### config.mk
export PLATFORM = sky130hd
export DESIGN_NAME = quiz_lockout
export DESIGN_NICKNAME = d
export VERILOG_FILES = /design/src/rtl/quiz_pkg.sv /design/src/rtl/quiz_btn_cond.sv /design/src/rtl/quiz_capture.sv /design/src/rtl/quiz_display.sv /design/src/rtl/quiz_tone.sv /design/src/rtl/quiz_lockout.sv
export SDC_FILE = /design/constraint.sdc
export NUM_CORES = 1
export LEC_CHECK = 0
export ABC_AREA = 0
export BUFFER_PORTS_ARGS = -buffer_cell sky130_fd_sc_hd__buf_4
export CAP_MARGIN = 20
export CORE_MARGIN = 2
export CORE_UTILIZATION = 40
export CTS_BUF_LIST = sky130_fd_sc_hd__clkbuf_8 sky130_fd_sc_hd__clkbuf_16
export DETAILED_ROUTE_END_ITERATION = 8
export HOLD_SLACK_MARGIN = 0.05
export PLACE_DENSITY = 0.65
export SYNTH_ARGS = -nofsm -noshare
export SYNTH_HDL_FRONTEND = slang
export SYNTH_HIERARCHICAL = 1
export SYNTH_SLANG_ARGS = --single-unit
### constraint.sdc
create_clock -name clk -period 2.5 [get_ports clk]
set_input_delay 0.25 -clock clk [delete_from_list [all_inputs] [get_ports clk]]
set_output_delay 0.25 -clock clk [all_outputs]
set_load 0.1 [all_outputs]
### src/rtl/quiz_pkg.sv
package quiz_pkg;
  localparam int BCD_W = 4;
  localparam int SEG_W = 7;
  typedef logic [SEG_W-1:0] seg_t;

  // active-low pattern, bit 0 = a ... bit 6 = g
  function automatic seg_t seg_pattern_n(input logic [BCD_W-1:0] d);
    seg_t on;
    case (d)
      4'd0: on = 7'h3F;
      4'd1: on = 7'h06;
      4'd2: on = 7'h5B;
      4'd3: on = 7'h4F;
      4'd4: on = 7'h66;
      4'd5: on = 7'h6D;
      4'd6: on = 7'h7D;
      4'd7: on = 7'h07;
      4'd8: on = 7'h7F;
      4'd9: on = 7'h6F;
      default: on = 7'h40;
    endcase
    return ~on;
  endfunction
endpackage

### src/rtl/quiz_btn_cond.sv
module quiz_btn_cond #(
  parameter int SYNC_STAGES = 2,
  parameter int DEB_CYCLES  = 4
) (
  input  logic clk,
  input  logic rst,
  input  logic raw_i,
  output logic level_o
);
  localparam int CNT_W = $clog2(DEB_CYCLES + 1);

  logic [SYNC_STAGES-1:0] sync_q;
  logic [CNT_W-1:0]       run_q;
  logic                   synced;

  assign synced = sync_q[SYNC_STAGES-1];

  always_ff @(posedge clk) begin
    if (rst) sync_q <= '0;
    else     sync_q <= {sync_q[SYNC_STAGES-2:0], raw_i};
  end

  always_ff @(posedge clk) begin
    if (rst) begin
      run_q   <= '0;
      level_o <= 1'b0;
    end else if (synced != level_o) begin
      if (run_q == CNT_W'(DEB_CYCLES - 1)) begin
        level_o <= synced;
        run_q   <= '0;
      end else begin
        run_q <= run_q + 1'b1;
      end
    end else begin
      run_q <= '0;
    end
  end
endmodule

### src/rtl/quiz_capture.sv
module quiz_capture #(
  parameter int N_PLAYERS = 4
) (
  input  logic                 clk,
  input  logic                 rst,
  input  logic [N_PLAYERS-1:0] press_i,
  input  logic                 clear_i,
  output logic [N_PLAYERS-1:0] flag_n_o
);
  logic [N_PLAYERS-1:0] armed_q;
  logic [N_PLAYERS-1:0] req;
  logic [N_PLAYERS-1:0] pick;
  logic                 idle;

  assign req  = press_i & armed_q;
  assign idle = &flag_n_o;

  always_comb begin
    pick = '0;
    for (int i = N_PLAYERS - 1; i >= 0; i--) begin
      if (req[i]) pick = N_PLAYERS'(1) << i;
    end
  end

  always_ff @(posedge clk) begin
    if (rst) begin
      flag_n_o <= '1;
      armed_q  <= '0;
    end else if (clear_i) begin
      flag_n_o <= '1;
      armed_q  <= ~press_i;
    end else begin
      armed_q <= armed_q | ~press_i;
      if (idle) flag_n_o <= ~pick;
    end
  end
endmodule

### src/rtl/quiz_display.sv
module quiz_display
  import quiz_pkg::*;
#(
  parameter int N_PLAYERS = 4
) (
  input  logic                 clk,
  input  logic                 rst,
  input  logic [N_PLAYERS-1:0] flag_n_i,
  output seg_t                 seg_n_o,
  output logic                 alarm_o
);
  logic [BCD_W-1:0] digit;

  always_comb begin
    digit = '0;
    for (int i = N_PLAYERS - 1; i >= 0; i--) begin
      if (!flag_n_i[i]) digit = BCD_W'(i + 1);
    end
  end

  always_ff @(posedge clk) begin
    if (rst) begin
      seg_n_o <= seg_pattern_n('0);
      alarm_o <= 1'b0;
    end else begin
      seg_n_o <= seg_pattern_n(digit);
      alarm_o <= ~&flag_n_i;
    end
  end
endmodule

### src/rtl/quiz_tone.sv
module quiz_tone #(
  parameter int TONE_DIV = 8
) (
  input  logic clk,
  input  logic rst,
  input  logic run_i,
  output logic tone_o
);
  localparam int DIV_W = $clog2(TONE_DIV);

  logic [DIV_W-1:0] div_q;

  always_ff @(posedge clk) begin
    if (rst || !run_i) begin
      div_q  <= '0;
      tone_o <= 1'b0;
    end else if (div_q == DIV_W'(TONE_DIV - 1)) begin
      div_q  <= '0;
      tone_o <= ~tone_o;
    end else begin
      div_q <= div_q + 1'b1;
    end
  end
endmodule

### src/rtl/quiz_lockout.sv
module quiz_lockout
  import quiz_pkg::*;
#(
  parameter int N_PLAYERS   = 4,
  parameter int SYNC_STAGES = 2,
  parameter int DEB_CYCLES  = 4,
  parameter int TONE_DIV    = 8
) (
  input  logic                 clk,
  input  logic                 rst,
  input  logic [N_PLAYERS-1:0] btn_i,
  input  logic                 clear_i,
  output logic [SEG_W-1:0]     seg_n_o,
  output logic                 alarm_o,
  output logic                 tone_o
);
  localparam int LINES = N_PLAYERS + 1;

  logic [LINES-1:0]     raw_lines;
  logic [LINES-1:0]     clean_lines;
  logic [N_PLAYERS-1:0] press;
  logic                 clr_db;
  logic [N_PLAYERS-1:0] flag_n;

  assign raw_lines = {clear_i, btn_i};
  assign press     = clean_lines[N_PLAYERS-1:0];
  assign clr_db    = clean_lines[LINES-1];

  for (genvar g = 0; g < LINES; g++) begin : g_cond
    quiz_btn_cond #(
      .SYNC_STAGES(SYNC_STAGES),
      .DEB_CYCLES (DEB_CYCLES)
    ) u_cond (
      .clk    (clk),
      .rst    (rst),
      .raw_i  (raw_lines[g]),
      .level_o(clean_lines[g])
    );
  end

  quiz_capture #(.N_PLAYERS(N_PLAYERS)) u_capture (
    .clk     (clk),
    .rst     (rst),
    .press_i (press),
    .clear_i (clr_db),
    .flag_n_o(flag_n)
  );

  quiz_display #(.N_PLAYERS(N_PLAYERS)) u_display (
    .clk     (clk),
    .rst     (rst),
    .flag_n_i(flag_n),
    .seg_n_o (seg_n_o),
    .alarm_o (alarm_o)
  );

  quiz_tone #(.TONE_DIV(TONE_DIV)) u_tone (
    .clk   (clk),
    .rst   (rst),
    .run_i (alarm_o),
    .tone_o(tone_o)
  );
endmodule

# Yosys cells after proc, flatten, opt, wreduce, memory -nomap -nowiden
# Memory sizes are Yosys's and may differ from the RTL's.
# Index checks and enable logic that the tools add are counted.
[word_totals]
reg_bits = 50
rom_bits = 112
input_bits = 7
out_inout_bits = 9
word_cells = 76
n_memories = 1
[op_classes]
addsub = 6
eq_ne = 11
mux = 10
n_bitwise = 11
n_reduce_logical = 16
[mem_list]
columns = ["name", "depth", "word_bits", "read_ports", "rd_ports_with_merged_regs", "write_ports", "line_no", "text"]
rows = [
  ["(name not given)", 16, 7, 1, 0, 0, "quiz_pkg.sv:9", "case (d)"],
]
[ops]
columns = ["cell", "count"]
rows = [
  ["4-bit two-way mux", 5],
  ["3-bit by 1-bit adder with 3-bit output (second input constant)", 6],
  ["3-bit by 2-bit == test with 1-bit output (second input constant)", 5],
  ["3-bit OR reduction", 5],
  ["3-bit two-way mux", 4],
  ["2-bit AND reduction", 5],
  ["4-bit inverter", 2],
  ["7-bit two-way mux", 1],
  ["7-bit inverter", 1],
  ["1-bit inverter", 6],
  ["1-bit != test", 5],
  ["4-bit bitwise AND", 1],
  ["4-bit bitwise OR", 1],
  ["4-bit AND reduction", 1],
  ["2-bit OR reduction", 2],
  ["3-bit == test (second input constant)", 1],
  ["1-bit logical NOT", 2],
  ["1-bit logical OR", 1],
]

# Logic depth before layout (Yosys ltp)
# Gate-level depths: netlist of the first run.
# An unclocked memory read counts as a cell.
[depth]
depth_word = 7
mapped_depth = 6
ltp_nobuf = 6

# Hierarchy
# Netlist of the first run, hierarchy kept.
[modules_own_cells]
columns = ["mod", "n_inst", "cells_per_inst", "area_per_inst_um2", "seq_area_each_um2"]
rows = [
  ["quiz_btn_cond", 5, 17, 211.5, 120.1],
  ["quiz_display", 1, 34, 366.6, 160.2],
  ["quiz_capture", 1, 33, 311.5, 160.2],
  ["quiz_tone", 1, 12, 151.4, 80.1],
]

# Least setup slack after synthesis of the first run
# No wires, ideal clock.
[synth_timing]
kind = "register to register"
from = "reg u_tone.tone_o"
to = "reg u_tone.tone_o"
setup_time_ps = 73
arrival_ps = 1283
required_time_ps = 2427
path_slack_ps = 1144
stages_incl_launch_ff = 3
n_path_buf = 0
period_less_slack_ps = 1356
path_cell_list = "dfxtp_1 xnor2_1 nor3b_2"
[synth_via]
elab_chain_len = 1
[synth_lines]
columns = ["item", "line_no", "text"]
rows = [
  ["from (decl)", "quiz_tone.sv:7", "output logic tone_o"],
  ["from (signal assigned)", "quiz_tone.sv:19", "tone_o <= ~tone_o;"],
  ["1-bit inverter", "quiz_tone.sv:19", ""],
]
# Every way passes these cells.
# A chain may end at the register's enable or synchronous reset.

# Worst setup path in the final report of the first run
[layout_timing]
from = "reg u_capture.flag_n_o[1]"
to = "reg u_display.seg_n_o[4]"
[layout_via]
elab_chain_len = 5
[layout_lines]
columns = ["item", "line_no", "text"]
rows = [
  ["from (decl)", "quiz_capture.sv:8", "output logic [N_PLAYERS-1:0] flag_n_o"],
  ["from (signal assigned)", "quiz_capture.sv:34", "if (idle) flag_n_o <= ~pick;"],
  ["3-bit two-way mux (2 in a row)", "quiz_display.sv:17", "if (!flag_n_i[i]) digit = BCD_W'(i + 1);"],
  ["memory read 16 x 7 bit", "n/a", ""],
  ["7-bit two-way mux", "quiz_display.sv:22", "if (rst) begin"],
  ["7-bit inverter", "quiz_pkg.sv:22", "return ~on;"],
  ["to (signal assigned)", "quiz_display.sv:23", "seg_n_o <= seg_pattern_n('0);"],
  ["to (signal assigned)", "quiz_display.sv:26", "seg_n_o <= seg_pattern_n(digit);"],
  ["to (decl)", "quiz_display.sv:9", "output seg_t seg_n_o,"],
]
# Every way passes these cells. The select of a mux whose other input is x is not followed.

==> key figures, run 1 <==
Logic synthesis
  • Post-synthesis mux area share: 2.65%
  • Syn_area_per_cell: 11.5 sq um
  • Main combinational cell family by area after synthesis: simple AND/OR/NAND/NOR gates
  • Sequential area share after synthesis: 53.1%
  • Synth Area in Simple Gates: 22.1%
  • Asr flop ratio synth: 0%
  • Synthesized cell area: 1890 sq um
  • Synth Area in Adders: 11.3%
  • Synthesized net count: 188
  • Compound-Gate Fraction of Synth Area: 5.84%
  • Number of synthesized flops with an enable pin: 0
  • Ys flop type: dfxtp_1
  • XOR/XNOR Fraction of Synth Area: 2.79%
  • Synth cell types: 34
  • Syn. warnings: 6
  • Seq cells post-synth: 50
  • Post-Synthesis Cells: 164

Clocking
  • CTS resizes: 0
  • Post-CTS Setup Bufs: 0
  • Root Driver: clkbuf_8
  • Hold buffer count at CTS: 0
  • Clk Latency, worst-skew pair: 0.30 ns
  • Clock Pin Slew Worst Setup and Hold Paths: 0.09 ns
  • CTS tree: built
  • CTS max path bufs: 2
  • Cts bufs inserted: 5
  • H-tree depth: 2
  • Clock sink total: 50

Die
  • Top Ports: 16
  • Initial Util: 42.5%
  • Die Span Y: 72.7 um
  • Die area: 5280 sq um
  • Die width: 72.7 um
  • Core area: 4440 sq um
  • Row count: 24

STA
  • Worst clock skew: 0.00657 ns
  • Post-Route Setup TNS: 0 ns
  • Slew margin rel.: 65.5%
  • Slew Viols, Final: 0
  • Worst-Margin Slew: 0.517 ns
  • Peak Freq: 700 MHz
  • Final setup vio count: 0
  • Final period util: 57.1%
  • Final hold vios: 0
  • PnR worst setup slack: 1.07 ns
  • Min Tclk post-route: 1.43 ns
  • Hold slack: 0.161 ns
  • Unrepaired setup endpoints after global routing: no

Setup path
  • R2R cell count: 5
  • Reg-to-reg endpoint: u_display/seg_n_o[4]
  • Setup Crit Path Kind: reg2reg
  • Worst setup EP type: register
  • Worst path arrival time: 1.66 ns
  • Reg2reg start: u_capture/flag_n_o[1]
  • CP Launch Type: register
  • R2R setup slack: 1.07 ns
  • Crit path required time: 2.73 ns
  • CP max FO: 6

Route
  • Final ANT Viol Nets: 0
  • Initial DRC count: 72
  • Via/cell ratio: 4.97
  • Routed wire length: 2.72 mm
  • WL/cell: 11.5 um
  • DRC viols: 0
  • Pre-antenna DRT Iters: 4
  • Via Count: 1179

Global routing
  • Largest net degree at the start of global routing: 51
  • First-pass GRT wire length: 5.00 mm
  • Congestion Overflow GR: 0
  • Antenna violations before repair: 0
  • Vias in the first global route: 1189
  • GR Util All Layers: 12.0%

Job
  • Max Cap Viol: 0

Finish
  • Final instance area: 2150 sq um
  • FILL cells: 417
  • N_diodes: 0
  • Fin util: 48.3%
  • Most common cell after layout, fill and taps aside: dfxtp_1
  • Ratio of cells with drive above 1 in the final layout: 17.8%
  • Final nets: 208
  • Area of the multi-input gates: 843 sq um
  • Final std cells w/o fill: 237
  • Most frequent cells in the layout: 50 x dfxtp_1, 17 x ha_1, 15 x buf_4
  • Register area: 1000 sq um
  • Area Growth Syn to Fin: 13.8%

Pwr
  • Maximum vdd drop: 0.301 mV
  • Pleak: 0.897 nW
  • Power per cell area: 613 nW/um^2
  • Overall Power: 1.32 mW

Run status
  • Status: completed

Placed design
  • Pre-CTS setup slack: 1.09 ns
  • Hpwl dp: 1.94 mm
  • Routability Congestion: 0.740
  • IO buf count: 15
  • Dpl cells: 229
  • DP Area: 2060 sq um

Min path
  • Class of the worst hold path: in2reg
  • Hold Crit Endpoint: g_cond[3].u_cond/sync_q[0]
  • Hold path depth: 2
  • Worst hold start: btn_i[3]
==> sequential cells by signal, summed over array words and instances (netlist names) <==
name / count
u_capture/flag_n_o: 4
u_display/seg_n_o: 7
g_cond.u_cond/sync_q: 10
u_display/alarm_o: 1
u_capture/armed_q: 4
u_tone/tone_o: 1
g_cond.u_cond/run_q: 15
g_cond.u_cond/level_o: 5
u_tone/div_q: 3
==> final cells by class <==
| cell class | instances | area share, % |
|---|---|---|
| timing repair buffer | 15 | 5.24 |
| tap | 52 | 3.03 |
| clock buffer | 6 | 3.85 |
| sequential | 50 | 46.6 |
| clock inverter | 2 | 0.408 |
| inverter | 9 | 1.57 |
| multi-input combinational | 103 | 39.3 |
==> how the worst max path moves through the flow <==
stage	startpoint	endpoint	slack [ns]	cells after the start
3_5_place_dp	u_capture/flag_n_o[1]	u_display/seg_n_o[4]	1.09	5
4_1_cts	u_capture/flag_n_o[1]	u_display/seg_n_o[4]	1.06	5
2_1_floorplan	u_tone/tone_o	u_tone/tone_o	1.14	2
3_3_place_gp	u_capture/flag_n_o[0]	u_display/seg_n_o[6]	1.15	5
6_report	u_capture/flag_n_o[1]	u_display/seg_n_o[4]	1.07	5
5_1_grt	u_capture/flag_n_o[0]	u_display/seg_n_o[6]	0.93	5
==> cell families after synthesis <==
logic type / count (synthesis)
AND/OR/NAND/NOR: 59
flip-flops: 50
adder cells (fa/ha/maj): 17
AO/OA/AOI/OAI: 16
buffers and inverters: 11
XOR/XNOR: 6
multiplexers: 5
==> critical path: stages, from the launching register on <==
cell	delay [ns]
dfxtp_1	0.45
inv_1	0.07
o21a_1	0.26
ha_1	0.23
or2_0	0.21
a21oi_1	0.15
==> Yosys cell counts (2+ instances only) <==
cell type   n  area share [%]
dfxtp_1    50              53
ha_1       17              11
nor2b_1    10             3.3
nor4_1     10             3.3
inv_1       9             1.8
nor2_1      7             1.4
a21oi_1     6             1.6
xnor2_1     6             2.8
mux2i_1     5             2.7
nand2_1     5            0.99
nand2b_1    5             1.7
nor4b_2     5             4.0
a41oi_1     3             1.4
nor3_1      3            0.80
and3_1      2            0.66
nand3b_1    2            0.80
nor3b_1     2            0.80
==> per-layer routing <==
| metal | global-route usage, % | part of all wire (%) | up-vias |
|---|---|---|---|
| li1 | - | - | 615 |
| met1 | 13.1 | 45 | 546 |
| met4 | 3.70 | 0.66 | 0 |
| met2 | 21.6 | 50 | 16 |
| met5 | 0 | 0 | - |
| met3 | 4.56 | 4.2 | 2 |
==> power breakdown <==
group,leakage (nW),internal (mW),switching (mW)
registers,0.407,0.809,0.00661
logic,0.438,0.0174,0.0209
clock network,0.0524,0.219,0.243
Note: power is estimated with default switching activity, not from simulation.
==> run 2, diff against run 1 <==
--- a/config.mk
+++ b/config.mk
@@ -13,7 +13,7 @@
 export CTS_BUF_LIST = sky130_fd_sc_hd__clkbuf_8 sky130_fd_sc_hd__clkbuf_16
 export DETAILED_ROUTE_END_ITERATION = 8
 export HOLD_SLACK_MARGIN = 0.05
-export PLACE_DENSITY = 0.65
+export PLACE_DENSITY = 0.67
 export SYNTH_ARGS = -nofsm -noshare
 export SYNTH_HDL_FRONTEND = slang
 export SYNTH_HIERARCHICAL = 1
==> constraint.sdc (replaced) <==
create_clock -name clk -period 1.25 [get_ports clk]
set_input_delay 0.125 -clock clk [delete_from_list [all_inputs] [get_ports clk]]
set_output_delay 0.125 -clock clk [all_outputs]
set_load 0.1 [all_outputs]
==> key figures, run 2 (synthesis gave the netlist of run 1 again) <==
Run status
  • Status: completed

Clocking
  • CTS tree: built
  • Clock sink total: 50
  • Cts bufs inserted: 5
  • Clock Pin Slew Worst Setup and Hold Paths: 0.08 ns
  • Clk Latency, worst-skew pair: 0.29 ns
  • H-tree depth: 2
  • Root Driver: clkbuf_8
  • CTS max path bufs: 2
  • Post-CTS Setup Bufs: 0

Finish
  • N_diodes: 0
  • Reg with most FFs: g_cond.u_cond/run_q
  • Area Growth Syn to Fin: 21.8%
  • Most frequent cells in the layout: 44 x dfxtp_1, 22 x buf_4, 14 x ha_1
  • Regs by FF count: g_cond.u_cond/run_q (15), g_cond.u_cond/sync_q (10), u_display/seg_n_o (7)
  • Final nets: 220
  • Final instance area: 2300 sq um
  • Most common cell after layout, fill and taps aside: dfxtp_1
  • FILL cells: 422
  • Ratio of cells with drive above 1 in the final layout: 28.6%
  • Flip-flop count of the largest register after layout: 15

Route
  • Via/cell ratio: 5.22
  • DRC viols: 0
  • Via Count: 1294
  • Final ANT Viol Nets: 0
  • Initial DRC count: 49
  • Routed wire length: 3.18 mm
  • WL/cell: 12.8 um
  • Pre-antenna DRT Iters: 4

STA
  • Worst clock skew: 0.00410 ns
  • Final setup vio count: 0
  • Slew margin rel.: 75.1%
  • Worst-Margin Slew: 0.371 ns
  • Min Tclk post-route: 1.22 ns
  • Post-Route Setup TNS: 0 ns
  • Hold slack: 0.205 ns
  • Final period util: 97.8%
  • Final hold vios: 0
  • Slew Viols, Final: 0
  • Peak Freq: 818 MHz

Global routing
  • GR Util All Layers: 13.1%
  • Congestion Overflow GR: 0
  • Antenna violations before repair: 0
  • Largest net degree at the start of global routing: 29
  • Vias in the first global route: 1307
  • First-pass GRT wire length: 5.31 mm

Placed design
  • DP Area: 2110 sq um
  • Routability Congestion: 0.707
  • IO buf count: 15
  • Hpwl dp: 2.23 mm

Setup path
  • CP max FO: 5
  • Worst path arrival time: 1.45 ns
  • Worst path slowest cell: dfxtp_2
  • R2R cell count: 5
  • Crit-path max cell delay: 0.35 ns
  • Crit path cell chain: inv_1, o21a_4, ha_2, or2_0, a21oi_1
  • CP Launch Type: register
  • Setup Crit Path Kind: reg2reg
  • Crit path required time: 1.47 ns
  • Worst setup EP type: register

Pwr
  • Maximum vdd drop: 0.773 mV
  • Pleak: 0.946 nW
  • Power per cell area: 1120 nW/um^2

Die
  • Row count: 24
  • Initial Util: 42.5%
  • Die width: 72.7 um
  • Die Span Y: 72.7 um
  • Top Ports: 16
  • Core area: 4440 sq um
  • Die area: 5280 sq um

Min path
  • Hold path depth: 2
  • Class of the worst hold path: in2reg

Job
  • Max Cap Viol: 0
[run 2: final timing paths]
check,start,to,slack [ns]
max,u_capture/flag_n_o[1],u_display/seg_n_o[4],0.03
max reg2reg,u_capture/flag_n_o[1],u_display/seg_n_o[4],0.03
min,rst,g_cond[4].u_cond/level_o,0.20
min reg2reg,g_cond[0].u_cond/run_q[0],g_cond[0].u_cond/run_q[0],0.43
[run 2: report_power, final]
group	total (mW)	switching (mW)	internal (mW)
logic	0.0980	0.0489	0.0491
clock network	0.835	0.466	0.369
registers	1.63	0.0137	1.62
total	2.56	0.529	2.03
[run 2: final cells by class]
| cell class | instances | area [sq um] | area share (%) |
|---|---|---|---|
| sequential | 50 | 1010 | 44.0 |
| multi-input combinational | 103 | 897 | 39.0 |
| timing repair buffer | 27 | 215 | 9.36 |
| clock buffer | 5 | 68.8 | 2.99 |
| tap | 52 | 65.1 | 2.83 |
| inverter | 9 | 33.8 | 1.47 |
| clock inverter | 2 | 7.51 | 0.327 |
[run 2: routing by layer]
metal | up-vias | part of all wire [%] | track usage, %
met5 | - | 0 | 0
met2 | 28 | 55 | 25.8
li1 | 640 | - | -
met4 | 0 | 1.1 | 3.70
met3 | 6 | 4.7 | 5.11
met1 | 620 | 39 | 12.3
[run 2: metrics by stage]
stage | setup WS (ns) | total power [mW] | instances | utilization [%]
final | 0.0273 | 2.56 | 248 | 51.7
after floorplan | 0.00411 | 1.71 | 164 | -
after CTS | 0.0143 | 2.60 | 248 | 50.6
after global placement | 0.0446 | 1.75 | 236 | 47.6
after global routing | -0.00214 | 2.68 | 248 | 51.7
after detailed placement | -0.0422 | 1.75 | 236 | 47.6
[run 2: what timing repair did]
action	in CTS	in global routing
hold endpoints to repair	5	0
gates resized for setup	4	13
pin swaps	2	2
setup endpoints to repair	3	11
hold buffers	5	0
[run 2: critical path, delay by kind of cell, from the launching register on]
kind	cells	cell delay [ns]
adders and majority gates	1	0.19
and+or+nand+nor	1	0.21
DFF	1	0.35
AOI/OAI and AO/OA	2	0.36
buffers and inverters	1	0.05
==> run 3, diff against run 2 <==
--- a/config.mk
+++ b/config.mk
@@ -13,6 +13,7 @@
 export CTS_BUF_LIST = sky130_fd_sc_hd__clkbuf_8 sky130_fd_sc_hd__clkbuf_16
 export DETAILED_ROUTE_END_ITERATION = 8
 export HOLD_SLACK_MARGIN = 0.05
+export MAX_ROUTING_LAYER = met4
 export PLACE_DENSITY = 0.67
 export SYNTH_ARGS = -nofsm -noshare
 export SYNTH_HDL_FRONTEND = slang
==> key figures, run 3 (synthesis gave the netlist of run 1 again) <==
Setup path
  • Crit-path max cell delay: 0.35 ns
  • Crit path required time: 1.47 ns
  • Crit path cell chain: inv_1, o21a_4, ha_2, or2_0, a21oi_1
  • CP max FO: 5
  • CP top delay family: compound AO/OA/AOI/OAI gates
  • Worst path slowest cell: dfxtp_2
  • Worst path arrival time: 1.44 ns
  • Buf+Inv Stages, Crit Path: 1
  • Setup Crit Path Kind: reg2reg
  • Worst setup EP type: register
  • CP Launch Type: register

Finish
  • Area of the multi-input gates: 897 sq um
  • Register area: 1010 sq um
  • Most common cell after layout, fill and taps aside: dfxtp_1
  • Final std cells w/o fill: 248
  • Final nets: 220
  • Ratio of cells with drive above 1 in the final layout: 28.6%
  • Regs by FF count: g_cond.u_cond/run_q (15), g_cond.u_cond/sync_q (10), u_display/seg_n_o (7)
  • FILL cells: 422
  • N_diodes: 0
  • Flip-flop count of the largest register after layout: 15
  • Most frequent cells in the layout: 44 x dfxtp_1, 22 x buf_4, 14 x ha_1
  • Fin util: 51.7%
  • Area Growth Syn to Fin: 21.8%
  • Reg with most FFs: g_cond.u_cond/run_q
  • Final instance area: 2300 sq um

Clocking
  • Clk Latency, worst-skew pair: 0.29 ns
  • H-tree depth: 2
  • Cts bufs inserted: 5
  • CTS tree: built
  • Root Driver: clkbuf_8
  • Clock sink total: 50
  • Post-CTS Setup Bufs: 0
  • CTS max path bufs: 2
  • Clock Pin Slew Worst Setup and Hold Paths: 0.08 ns

STA
  • Slew margin rel.: 75.2%
  • Hold slack: 0.204 ns
  • Final period util: 97.6%
  • Worst-Margin Slew: 0.370 ns
  • Min Tclk post-route: 1.22 ns
  • PnR worst setup slack: 0.0302 ns
  • Post-Route Setup TNS: 0 ns
  • Final hold vios: 0
  • Peak Freq: 820 MHz
  • Slew Viols, Final: 0
  • Final setup vio count: 0
  • Worst clock skew: 0.00333 ns

Global routing
  • GR Util All Layers: 13.5%
  • Antenna violations before repair: 0
  • First-pass GRT wire length: 5.31 mm
  • Vias in the first global route: 1307
  • Congestion Overflow GR: 0
  • Largest net degree at the start of global routing: 29

Die
  • Top Ports: 16
  • Die Span Y: 72.7 um
  • Initial Util: 42.5%
  • Die width: 72.7 um
  • Row count: 24
  • Core area: 4440 sq um
  • Die area: 5280 sq um

Route
  • WL/cell: 12.9 um
  • Via Count: 1301
  • Final ANT Viol Nets: 0
  • Pre-antenna DRT Iters: 4
  • Via/cell ratio: 5.25
  • DRC viols: 0
  • Routed wire length: 3.20 mm
  • Initial DRC count: 61

Placed design
  • IO buf count: 15
  • Hpwl dp: 2.23 mm
  • DP Area: 2110 sq um
  • Routability Congestion: 0.715
  • Pre-CTS setup slack: -0.0422 ns
  • Dpl cells: 236

Pwr
  • Overall Power: 2.56 mW
  • Pleak: 0.946 nW
  • Power per cell area: 1110 nW/um^2
  • Maximum vdd drop: 0.774 mV

Job
  • Max Cap Viol: 0

Run status
  • Status: completed

Min path
  • Class of the worst hold path: in2reg
==> run 3: cell counts in the layout (fill, tap and decap cells not counted) <==
Identical to the previous run, type by type.
==> run 3: final timing paths <==
check	end	start	depth (start not counted)	slack, ns
max	u_display/seg_n_o[4]	u_capture/flag_n_o[1]	5	0.03
min	g_cond[4].u_cond/level_o	rst	2	0.20
max reg2reg	u_display/seg_n_o[4]	u_capture/flag_n_o[1]	5	0.03
min reg2reg	g_cond[4].u_cond/run_q[0]	g_cond[4].u_cond/run_q[0]	1	0.43
==> run 3: power breakdown <==
group          internal [mW]  switching (mW)  total [mW]  leakage, nW
combinational         0.0491          0.0491      0.0983        0.493
sequential              1.62          0.0137        1.63        0.406
clock                  0.369           0.464       0.834       0.0466
total                   2.03           0.527        2.56        0.946
==> run 3: per-layer routing <==
| metal | track usage [%] | vias to the layer above | wire, um |
|---|---|---|---|
| li1 | - | 640 | - |
| met1 | 12.3 | 633 | 1270 |
| met2 | 25.8 | 22 | 1750 |
| met3 | 5.11 | 6 | 143 |
| met4 | 3.70 | 0 | 36 |
| met5 | - | - | 0 |
==> run 3: timing repair <==
| item | in CTS | in global routing |
|---|---|---|
| setup endpoints to repair | 3 | 11 |
| hold buffers | 5 | 0 |
| endpoints found under the hold margin | 5 | 0 |
| gates resized for setup | 4 | 13 |
| pin swaps | 2 | 2 |
==> run 3: final cells by class <==
type                       instances  share of cell area (%)
multi-input combinational        103                    39.0
sequential                        50                    44.0
clock inverter                     2                   0.327
tap                               52                    2.83
inverter                           9                    1.47
timing repair buffer              27                    9.36
clock buffer                       5                    2.99
